<file path="src/rtl/tmr_ioport.sv">
module tmr_ioport #(
  parameter int W = 8,
  parameter int AW = 16,
  parameter logic [AW-1:0] BASE = 16'hFFF8
) (
  input  logic          clk,
  input  logic          rst_n,
  input  logic [AW-1:0] bus_addr,
  input  logic          bus_wr,
  input  logic          bus_rd,
  input  logic [W-1:0]  bus_wdata,
  output logic [W-1:0]  bus_rdata,
  input  logic [W-1:0]  pa_in,
  input  logic [W-1:0]  pb_in,
  input  logic [W-1:0]  pc_in,
  output logic [W-1:0]  pa_out,
  output logic [W-1:0]  pb_out,
  output logic [W-1:0]  pc_out
);
  localparam int PW = 4;

  logic [W-1:0] pa_q, pb_q, pc_q, cnt, latch;
  logic [PW-1:0] pre, pmask;
  logic [1:0] sel;
  logic run, fr, oe, flag, wave;
  logic hit, we, val_wr, ctl_wr, flag_rd, tick, expire;
  logic [2:0] off;

  assign hit     = bus_addr[AW-1:3] == BASE[AW-1:3];
  assign off     = bus_addr[2:0];
  assign we      = bus_wr && hit;
  assign val_wr  = we && off == 3'd6;
  assign ctl_wr  = we && off == 3'd7;
  assign flag_rd = bus_rd && hit && off == 3'd7;

  always_comb begin
    case (sel)
      2'd0: pmask = 4'd1;
      2'd1: pmask = 4'd3;
      2'd2: pmask = 4'd7;
      default: pmask = 4'd15;
    endcase
  end

  assign tick   = run && ((pre & pmask) == pmask);
  assign expire = tick && !val_wr &&
                  (fr ? (cnt <= W'(1)) : (cnt == W'(1)));

  always_ff @(posedge clk) begin
    if (!rst_n) begin
      pa_q <= '0;
      pb_q <= '0;
      pc_q <= '0;
    end else if (we) begin
      case (off)
        3'd0: pa_q <= bus_wdata;
        3'd2: pb_q <= bus_wdata;
        3'd4: pc_q <= bus_wdata;
        default: ;
      endcase
    end
  end

  always_ff @(posedge clk) begin
    if (!rst_n) begin
      run <= 1'b0;
      fr  <= 1'b0;
      sel <= 2'd0;
      oe  <= 1'b0;
    end else if (ctl_wr) begin
      run <= bus_wdata[0];
      fr  <= bus_wdata[1];
      sel <= bus_wdata[3:2];
      oe  <= bus_wdata[4];
    end
  end

  always_ff @(posedge clk) begin
    if (!rst_n || !run || val_wr) pre <= '0;
    else pre <= pre + 1'b1;
  end

  always_ff @(posedge clk) begin
    if (!rst_n) begin
      cnt   <= '0;
      latch <= '0;
    end else if (val_wr) begin
      cnt   <= bus_wdata;
      latch <= bus_wdata;
    end else if (tick) begin
      if (fr) cnt <= (cnt <= W'(1)) ? latch : cnt - 1'b1;
      else if (cnt != '0) cnt <= cnt - 1'b1;
    end
  end

  always_ff @(posedge clk) begin
    if (!rst_n) wave <= 1'b1;
    else if (val_wr) wave <= 1'b0;
    else if (expire) wave <= fr ? ~wave : 1'b1;
    else if (tick && !fr && cnt == latch && cnt != '0) wave <= 1'b0;
  end

  always_ff @(posedge clk) begin
    if (!rst_n) flag <= 1'b0;
    else if (expire) flag <= 1'b1;
    else if (val_wr || flag_rd) flag <= 1'b0;
  end

  always_comb begin
    bus_rdata = '0;
    if (hit) begin
      case (off)
        3'd0: bus_rdata = pa_q;
        3'd1: bus_rdata = pa_in;
        3'd2: bus_rdata = pb_q;
        3'd3: bus_rdata = pb_in;
        3'd4: bus_rdata = pc_q;
        3'd5: bus_rdata = pc_in;
        3'd6: bus_rdata = cnt;
        default: bus_rdata = {{(W-1){1'b0}}, flag};
      endcase
    end
  end

  assign pa_out = pa_q;
  assign pb_out = pb_q;
  assign pc_out = oe ? {wave, pc_q[W-2:0]} : pc_q;
endmodule

</file>
<file path="config.mk">
export PLATFORM = sky130hd
export DESIGN_NAME = tmr_ioport
export DESIGN_NICKNAME = d
export VERILOG_FILES = /design/src/rtl/tmr_ioport.sv
export SDC_FILE = /design/constraint.sdc
export NUM_CORES = 1
export LEC_CHECK = 0
export BUFFER_PORTS_ARGS = -buffer_cell sky130_fd_sc_hd__buf_2
export CORE_AREA = 4 4 82 84
export DETAILED_ROUTE_END_ITERATION = 12
export DIE_AREA = 0 0 86 88
export GPL_TIMING_DRIVEN = 0
export PLACE_DENSITY = 0.79
export SLEW_MARGIN = 30
export SYNTH_ARGS = -nofsm -noshare
export SYNTH_HDL_FRONTEND = slang
export SYNTH_SLANG_ARGS = --single-unit
</file>
<file path="constraint.sdc">
create_clock -name clk -period 2.48 [get_ports clk]
set_input_delay 0.248 -clock clk [delete_from_list [all_inputs] [get_ports clk]]
set_output_delay 0.248 -clock clk [all_outputs]
set_load 0.02 [all_outputs]
</file>
==> flow_summary.toml, run 1 <==
[die]
ios = 84
die_w_um = 86
die_h_um = 88
rows = 28
coreArea_um2 = 5921
die-area_um2 = 7568
initial_core_util = 0.5239

[sta]
fmax_mhz = 446.5
slew_viol_final = 0
whs_ns = 0.2502
skew_ns = 0.001451
fin_crit_sh = 0.9031
fin_crit_ns = 2.240
setup_violations = 0
rsz0062_at_grt = "no"
final-hold-violation-count = 0
slew-limit-headroom = 0.5243
final.setup.tns_ns = 0
worstMarginPinSlew_ns = 0.7061

[clocking]
clockRootBuffer = "clkbuf_8"
htreeDepth = 2
cts_inserted_buffers = 5
cts_sinks = 51
cts_tree = "built"
clockBufferDepth = 2
clk_latency_ns = 0.30
path_clk_slew_ns = 0.10
ctsHoldBuffers = 0

[worst_hold_path]
worstHoldStart = "bus_wdata[1]"
min-delay-path-class = "in2reg"
hold_depth = 3
hold_path_end = "latch[1]"

[global_routing]
track_usage = 0.2417
grt_start_max_net_pins = 17
grt.overflow.total = 0
grt_pass1_vias = 2994
antenna_found_initial = 0
grt_pass1_wl_um = 14460

[place]
routabilityCongestion = 0.9715
post-dp-hpwl_um = 6899
portBuffers = 81

[power]
leakagePower_nw = 1.630
vdd_ir_drop_max_v = 0.0003629
p_per_area_nw_per_um2 = 398.1

[worst_setup_path]
crit_top_cell = "buf_2"
cp.arrival_ns = 1.99
worstPathMaxFanout = 10
path_cells = "clkbuf_1 > clkbuf_2 > buf_2 > mux2i_1 > o211ai_1 > o21ai_0 > nor2_1 > buf_2"
critPathSlowestCell = "clkbuf_2"
critical_path.top_delay_family = "buffers and inverters"
slowest_delay_ns = 0.38
r2r-end = "cnt[2]"
worst_r2r_path_depth = 9
crit_buf_inv = 4
cp_data_required_time_ns = 2.23
worstSetupEndpointType = "output pin"
cp-start-kind = "input pin"
worstSetupPathType = "in2out"
r2r-start = "cnt[0]"
crit_start = "bus_addr[1]"
rrSetupSlack_ns = 0.26

[yosys]
synth-main-ff-cell = "dfxtp_1"
synth-async-reset-ratio = 0
ys_ff_latch = 51
synthCells = 369
synth.distinct_cells = 52
synth_edf_count = 0
synth_area_um2 = 3102
synth_seq_area_share = 0.3292
synth_nets = 425
syn_avg_cell_area_um2 = 8.406
ys_warn_count = 0

[finish]
synthToLayoutAreaGrowth_pct = 18.96
layout_commonest_cell = "buf_2"
antennaDiodeCount = 0
drive_gt1_frac = 0.2735
nNetsFinal = 512
layout_common_cells = "88 x buf_2, 51 x dfxtp_1, 44 x nand2_1"

[routing]
drc = 0
post_drt_wl_per_cell_um = 17.07
routed_wl_um = 9080
ant_nets = 0
drt_iter0_drc = 388
drt-vias-per-instance = 5.803
num_vias = 3087
firstDrtPassIters = 5

[run_status]
status = "finished, final reports clean"

[job]
cap_violations = 0
[stage by stage]
step           setup WS (ns)  total power, mW  std cells    util  instance area (um2)
5_1_grt              0.05654            1.517        532  0.6232                 3690
4_1_cts              0.05655            1.467        533  0.6234                 3691
3_5_place_dp         0.06492           0.9858        525  0.6082                 3601
6_report              0.2404            1.469        532  0.6232                 3690
2_1_floorplan         0.4573           0.9136        369       -                 3102
3_3_place_gp         0.09018           0.9849        525  0.6082                 3601
[layout make-up]
cell class | instances | area (um2)
Clock buffer | 6 | 72.57
Timing Repair Buffer | 81 | 405.4
Buffer | 37 | 214.0
Sequential cell | 51 | 1021
Fill cell | 542 | 2231
Multi-Input combinational cell | 275 | 1847
Inverter | 5 | 18.77
Tap cell | 75 | 93.84
Clock inverter | 2 | 17.52
[power by group]
part | switching, mW | leakage, nW | internal [mW] | total, mW
clock network | 0.295 | 0.0454 | 0.204 | 0.499
registers | 0.00000515 | 0.411 | 0.818 | 0.818
logic | 0.0824 | 1.17 | 0.0695 | 0.152
[logic make-up (layout without fill, tap and decap cells)]
group | Yosys count | count (layout) | synth area share
buffers and inverters | 43 | 131 | 0.07543
and+or+nand+nor | 143 | 143 | 0.2384
DFF | 51 | 51 | 0.3292
xor gates and xnor gates | 11 | 11 | 0.03106
AOI/OAI and AO/OA | 75 | 75 | 0.1561
muxes | 42 | 42 | 0.1537
adders and majority gates | 4 | 4 | 0.01614
[worst max path at each step]
| stage | to | slack (ns) | depth (start not counted) |
|---|---|---|---|
| 6_report | bus_rdata[7] | 0.24 | 8 |
| 5_1_grt | cnt[3] | 0.06 | 9 |
| 4_1_cts | bus_rdata[7] | 0.06 | 8 |
| 3_5_place_dp | bus_rdata[7] | 0.06 | 8 |
| 3_3_place_gp | bus_rdata[7] | 0.09 | 8 |
| 2_1_floorplan | cnt[5] | 0.46 | 7 |
[flip-flops by register name, indices dropped and copies added, names as in the netlist]
register	count
pc_q	8
pre	4
pb_out	8
flag	1
fr	1
latch	8
wave	1
oe	1
sel	2
pa_out	8
run	1
cnt	8
[routing by layer]
layer  routed length (um)  GRT usage  part of all wire
met1                 3889     0.3169              0.43
met2                 4396     0.4121              0.48
met3                  692    0.03575             0.076
met4                  101    0.07194             0.011
met5                    0          0                 0
[Yosys cell counts, types with 2 or more instances]
library cell   n  share of area
dfxtp_1       51           0.33
nand2_1       44          0.053
mux2i_1       33           0.11
nor2b_1       29          0.058
a21oi_1       19          0.031
nand3_1       19          0.031
clkbuf_1      16          0.019
nor2_1        16          0.019
o21ai_0       15          0.024
a21boi_0      13          0.031
buf_4          8          0.019
buf_2          7          0.011
xor2_1         7          0.020
nand4_1        6          0.012
nor4_1         6          0.012
o211ai_1       6          0.015
inv_1          5         0.0061
mux2_2         5          0.018
nor3_1         5         0.0081
a22oi_1        4         0.0097
ha_1           4          0.016
mux4_2         4          0.029
xnor2_1        4          0.011
a31oi_1        3         0.0061
and3_1         3         0.0061
buf_6          3          0.011
nand3b_1       3         0.0073
buf_1          2         0.0024
nand2b_1       2         0.0040
nor3b_1        2         0.0048
o22ai_1        2         0.0040
o31ai_1        2         0.0048
or4_4          2         0.0073
[worst min-delay path: cells and delay by family]
| kind | cells | cell delay, ns |
|---|---|---|
| buf+inv | 1 | 0.14 |
| simple gates | 1 | 0.06 |
| compound gates | 1 | 0.06 |
[timing repair]
item / CTS / global route
setup endpoints to repair: 0 / 9
buffers inserted: 0 / 0
gates resized for setup: 0 / 3
No activity file was read; power rests on OpenSTA's default activity.
==> run 2: changes to the inputs <==
--- a/config.mk
+++ b/config.mk
@@ -11,6 +11,7 @@
 export DIE_AREA = 0 0 86 88
 export GPL_TIMING_DRIVEN = 0
 export PLACE_DENSITY = 0.79
+export REMOVE_ABC_BUFFERS = 1
 export SLEW_MARGIN = 30
 export SYNTH_ARGS = -nofsm -noshare
 export SYNTH_HDL_FRONTEND = slang
==> flow_summary.toml, run 2 (synthesis results as in run 1) <==
[finish]
drive_gt1_frac = 0.2594
layout_common_cells = "85 x buf_2, 51 x dfxtp_1, 44 x nand2_1"
nNetsFinal = 479
synthToLayoutAreaGrowth_pct = 13.15
antennaDiodeCount = 0
layout_commonest_cell = "buf_2"

[place]
post-dp-hpwl_um = 5920
routabilityCongestion = 0.8472
portBuffers = 83

[sta]
skew_ns = 0.009914
rsz0062_at_grt = "no"
worstMarginPinSlew_ns = 0.7056
final.setup.tns_ns = 0
setup_violations = 0
final-hold-violation-count = 0
slew_viol_final = 0
fmax_mhz = 452.9
slew-limit-headroom = 0.5296
whs_ns = 0.2289
fin_crit_sh = 0.8903
fin_crit_ns = 2.208

[worst_setup_path]
path_cells = "buf_2 > nand4_1 > nor4_2 > buf_2 > nor4b_2 > buf_2 > mux2i_1 > nor2b_1"
rrSetupSlack_ns = 0.37
cp-start-kind = "input pin"
worstSetupPathType = "in2reg"
cp.arrival_ns = 2.41
cp_data_required_time_ns = 2.68
worstPathMaxFanout = 8
crit_top_cell = "buf_2"
worstSetupEndpointType = "flop"
critPathSlowestCell = "nor4b_2"
slowest_delay_ns = 0.56

[routing]
drt-vias-per-instance = 5.752
drt_iter0_drc = 174
num_vias = 2870
post_drt_wl_per_cell_um = 16.17
firstDrtPassIters = 4
drc = 0
routed_wl_um = 8067
ant_nets = 0

[global_routing]
grt.overflow.total = 0
grt_pass1_wl_um = 13600
grt_pass1_vias = 2755
antenna_found_initial = 0
track_usage = 0.2238
grt_start_max_net_pins = 49

[die]
ios = 84
die_h_um = 88
die-area_um2 = 7568
die_w_um = 86
rows = 28
initial_core_util = 0.5239
coreArea_um2 = 5921

[clocking]
clockRootBuffer = "clkbuf_8"
ctsHoldBuffers = 0
path_clk_slew_ns = 0.09
cts_sinks = 51
cts_setup_buffers = 0
clockBufferDepth = 2
cts_inserted_buffers = 5
cts_resized = 0
htreeDepth = 2
cts_tree = "built"
clk_latency_ns = 0.32

[power]
p_per_area_nw_per_um2 = 415.4
leakagePower_nw = 1.518
vdd_ir_drop_max_v = 0.0003463

[run_status]
status = "finished, final reports clean"

[job]
cap_violations = 0

[worst_hold_path]
min-delay-path-class = "in2reg"
run 2: cell count changes in the layout (fill, tap and decap cells not counted), sizes merged:
cell    change
clkbuf     -20
buf        -14
inv         +1
run 2: power by group:
| part | internal (mW) | switching, mW |
|---|---|---|
| logic | 0.0654 | 0.0757 |
| clock network | 0.203 | 0.296 |
| registers | 0.818 | 0.00000819 |
run 2: final cells by class:
type / instances / area [um2]
Fill cell: 546 / 2411
Inverter: 5 / 18.77
Clock inverter: 3 / 22.52
Timing Repair Buffer: 85 / 425.4
Multi-Input combinational cell: 275 / 1859
Tap cell: 75 / 93.84
Sequential cell: 51 / 1021
Clock buffer: 5 / 68.82
run 2: through the flow:
| stage | cells | area [um2] | utilization | power [mW] | worst slack [ns] |
|---|---|---|---|---|---|
| 2_1_floorplan | 331 | 2887 | - | 0.8893 | -0.6334 |
| 3_3_place_gp | 489 | 3396 | 0.5735 | 0.9734 | -1.743 |
| 3_5_place_dp | 491 | 3418 | 0.5773 | 0.9768 | -0.04012 |
| 4_1_cts | 499 | 3510 | 0.5928 | 1.466 | 0.2653 |
| 5_1_grt | 499 | 3510 | 0.5928 | 1.526 | 0.09164 |
| 6_report | 499 | 3510 | 0.5928 | 1.458 | 0.2721 |
run 2: layer usage:
metal,part of all wire,vias up,track usage
met4,0.012,0,0.07482
li1,-,1406,-
met2,0.50,79,0.3707
met5,0,-,0
met3,0.062,9,0.03951
met1,0.43,1376,0.2952
run 2: path summary, 6_finish.rpt:
check	from	end	cells after the start
worst max-delay path	bus_addr[5]	pa_out[3]	8
worst min-delay path	bus_wdata[5]	latch[5]	3
worst max register to register	cnt[2]	cnt[7]	5
worst min register to register	pre[0]	pre[0]	1
run 2: worst max-delay path, delay by kind of cell:
family                 cells  cell delay (ns)
buffers and inverters      3             0.69
multiplexers               1             0.23
AND/OR/NAND/NOR            4             1.23
==> run 3: changes to the inputs <==
--- a/config.mk
+++ b/config.mk
@@ -6,11 +6,12 @@
 export NUM_CORES = 1
 export LEC_CHECK = 0
 export BUFFER_PORTS_ARGS = -buffer_cell sky130_fd_sc_hd__buf_2
-export CORE_AREA = 4 4 82 84
+export CORE_AREA = 4 4 81 83
+export CTS_BUF_LIST = sky130_fd_sc_hd__clkbuf_4 sky130_fd_sc_hd__clkbuf_8
 export DETAILED_ROUTE_END_ITERATION = 12
-export DIE_AREA = 0 0 86 88
+export DIE_AREA = 0 0 85 87
 export GPL_TIMING_DRIVEN = 0
-export PLACE_DENSITY = 0.79
+export PLACE_DENSITY = 0.81
 export REMOVE_ABC_BUFFERS = 1
 export SLEW_MARGIN = 30
 export SYNTH_ARGS = -nofsm -noshare
==> flow_summary.toml, run 3 (synthesis results as in run 1) <==
[finish]
antennaDiodeCount = 0
drive_gt1_frac = 0.2612
layout_commonest_cell = "buf_2"
fillers = 540
final_cell_area_um2 = 3512
layout_common_cells = "86 x buf_2, 51 x dfxtp_1, 44 x nand2_1"
nNetsFinal = 480
synthToLayoutAreaGrowth_pct = 13.23

[power]
vdd_ir_drop_max_v = 0.0002575
p_total_mw = 1.443
leakagePower_nw = 1.520
p_per_area_nw_per_um2 = 410.9

[routing]
drt-vias-per-instance = 5.774
drt_iter0_drc = 192
ant_nets = 0
post_drt_wl_per_cell_um = 16.22
num_vias = 2887
firstDrtPassIters = 4
routed_wl_um = 8111
drc = 0

[global_routing]
grt_pass1_wl_um = 13520
track_usage = 0.2235
antenna_found_initial = 0
grt_pass1_vias = 2814
grt_start_max_net_pins = 49
grt.overflow.total = 0

[worst_setup_path]
r2r-end = "cnt[7]"
worstSetupPathType = "reg2reg"
worst_r2r_path_depth = 7
cp_data_required_time_ns = 2.67
worstPathMaxFanout = 9
r2r-start = "cnt[0]"
cp.arrival_ns = 2.36
worstSetupEndpointType = "flop"
cp-start-kind = "flop"
rrSetupSlack_ns = 0.31

[clocking]
cts_inserted_buffers = 5
clk_latency_ns = 0.31
cts_tree = "built"
path_clk_slew_ns = 0.10
cts_sinks = 51
cts_resized = 0
htreeDepth = 2
ctsHoldBuffers = 0
clockBufferDepth = 2
clockRootBuffer = "clkbuf_8"
cts_setup_buffers = 0

[die]
die_h_um = 87
initial_core_util = 0.5302
coreArea_um2 = 5851
rows = 28
ios = 84
die_w_um = 85
die-area_um2 = 7395

[place]
portBuffers = 83
place_area_um2 = 3423
routabilityCongestion = 0.9192
post-dp-hpwl_um = 6038

[sta]
worstMarginPinSlew_ns = 0.7245
slew-limit-headroom = 0.5170
fmax_mhz = 460.7
skew_ns = 0.01232
fin_crit_sh = 0.8753
rsz0062_at_grt = "no"
final-hold-violation-count = 0
fin_crit_ns = 2.171
slew_viol_final = 0
setup_violations = 0
final.setup.tns_ns = 0

[job]
cap_violations = 0

[worst_hold_path]
worstHoldStart = "bus_wdata[7]"
hold_depth = 3
min-delay-path-class = "in2reg"
hold_path_end = "latch[7]"

[run_status]
status = "finished, final reports clean"
[run 3: cell count changes in the layout (fill, tap and decap cells not counted), sizes merged]
cell      change
buf           +1
clkbuf        +1
clkinv        -1
clkinvlp      +1
inv           -1
[run 3: area by class of cell]
| class | count | area (um2) | share of cell area |
|---|---|---|---|
| multi-input combinational | 275 | 1859 | 0.5294 |
| sequential | 51 | 1021 | 0.2907 |
| timing repair buffer | 86 | 430.4 | 0.1226 |
| tap | 75 | 93.84 | 0.02672 |
| clock buffer | 6 | 76.32 | 0.02173 |
| inverter | 5 | 18.77 | 0.005344 |
| clock inverter | 2 | 12.51 | 0.003563 |
[run 3: stage by stage]
step           worst slack, ns  hold slack, ns  instances    util
3_5_place_dp            0.1934          0.4609        492  0.5851
6_report                0.3092          0.2436        500  0.6003
5_1_grt                 0.1385          0.2529        500  0.6003
3_3_place_gp            -1.899          0.4506        489  0.5804
4_1_cts                 0.3469          0.2468        500  0.6003
2_1_floorplan          -0.6334          0.3198        331       -
[run 3: layer usage]
metal  wire (um)  track usage
met3         521      0.03879
met1        3574       0.2890
met4         106      0.06906
met5           0            0
met2        3909       0.3799
[run 3: worst max-delay path by stage]
stage	slack, ns	endpoint	start	cells after the start
after CTS	0.35	cnt[2]	cnt[1]	7
after detailed placement	0.19	pa_out[1]	bus_addr[6]	8
after floorplan	-0.63	pa_out[0]	bus_addr[6]	5
after global routing	0.14	cnt[2]	cnt[1]	7
final	0.31	cnt[7]	cnt[0]	7
after global placement	-1.90	pa_out[1]	bus_addr[6]	6
[run 3: where the power goes]
part           internal [mW]  switching [mW]  total (mW)  leakage (nW)
sequential             0.818      0.00000823       0.818         0.411
combinational         0.0654          0.0760       0.141          1.06
clock                  0.209           0.275       0.484        0.0446
total                   1.09           0.351        1.44          1.52
[run 3: critical path, cell delays in order (launching register included)]
cell,delay [ns]
dfxtp_1,0.52
inv_1,0.12
ha_1,0.32
o21ai_0,0.40
mux2i_1,0.24
o22ai_1,0.10
a211oi_1,0.28
nor2_1,0.08
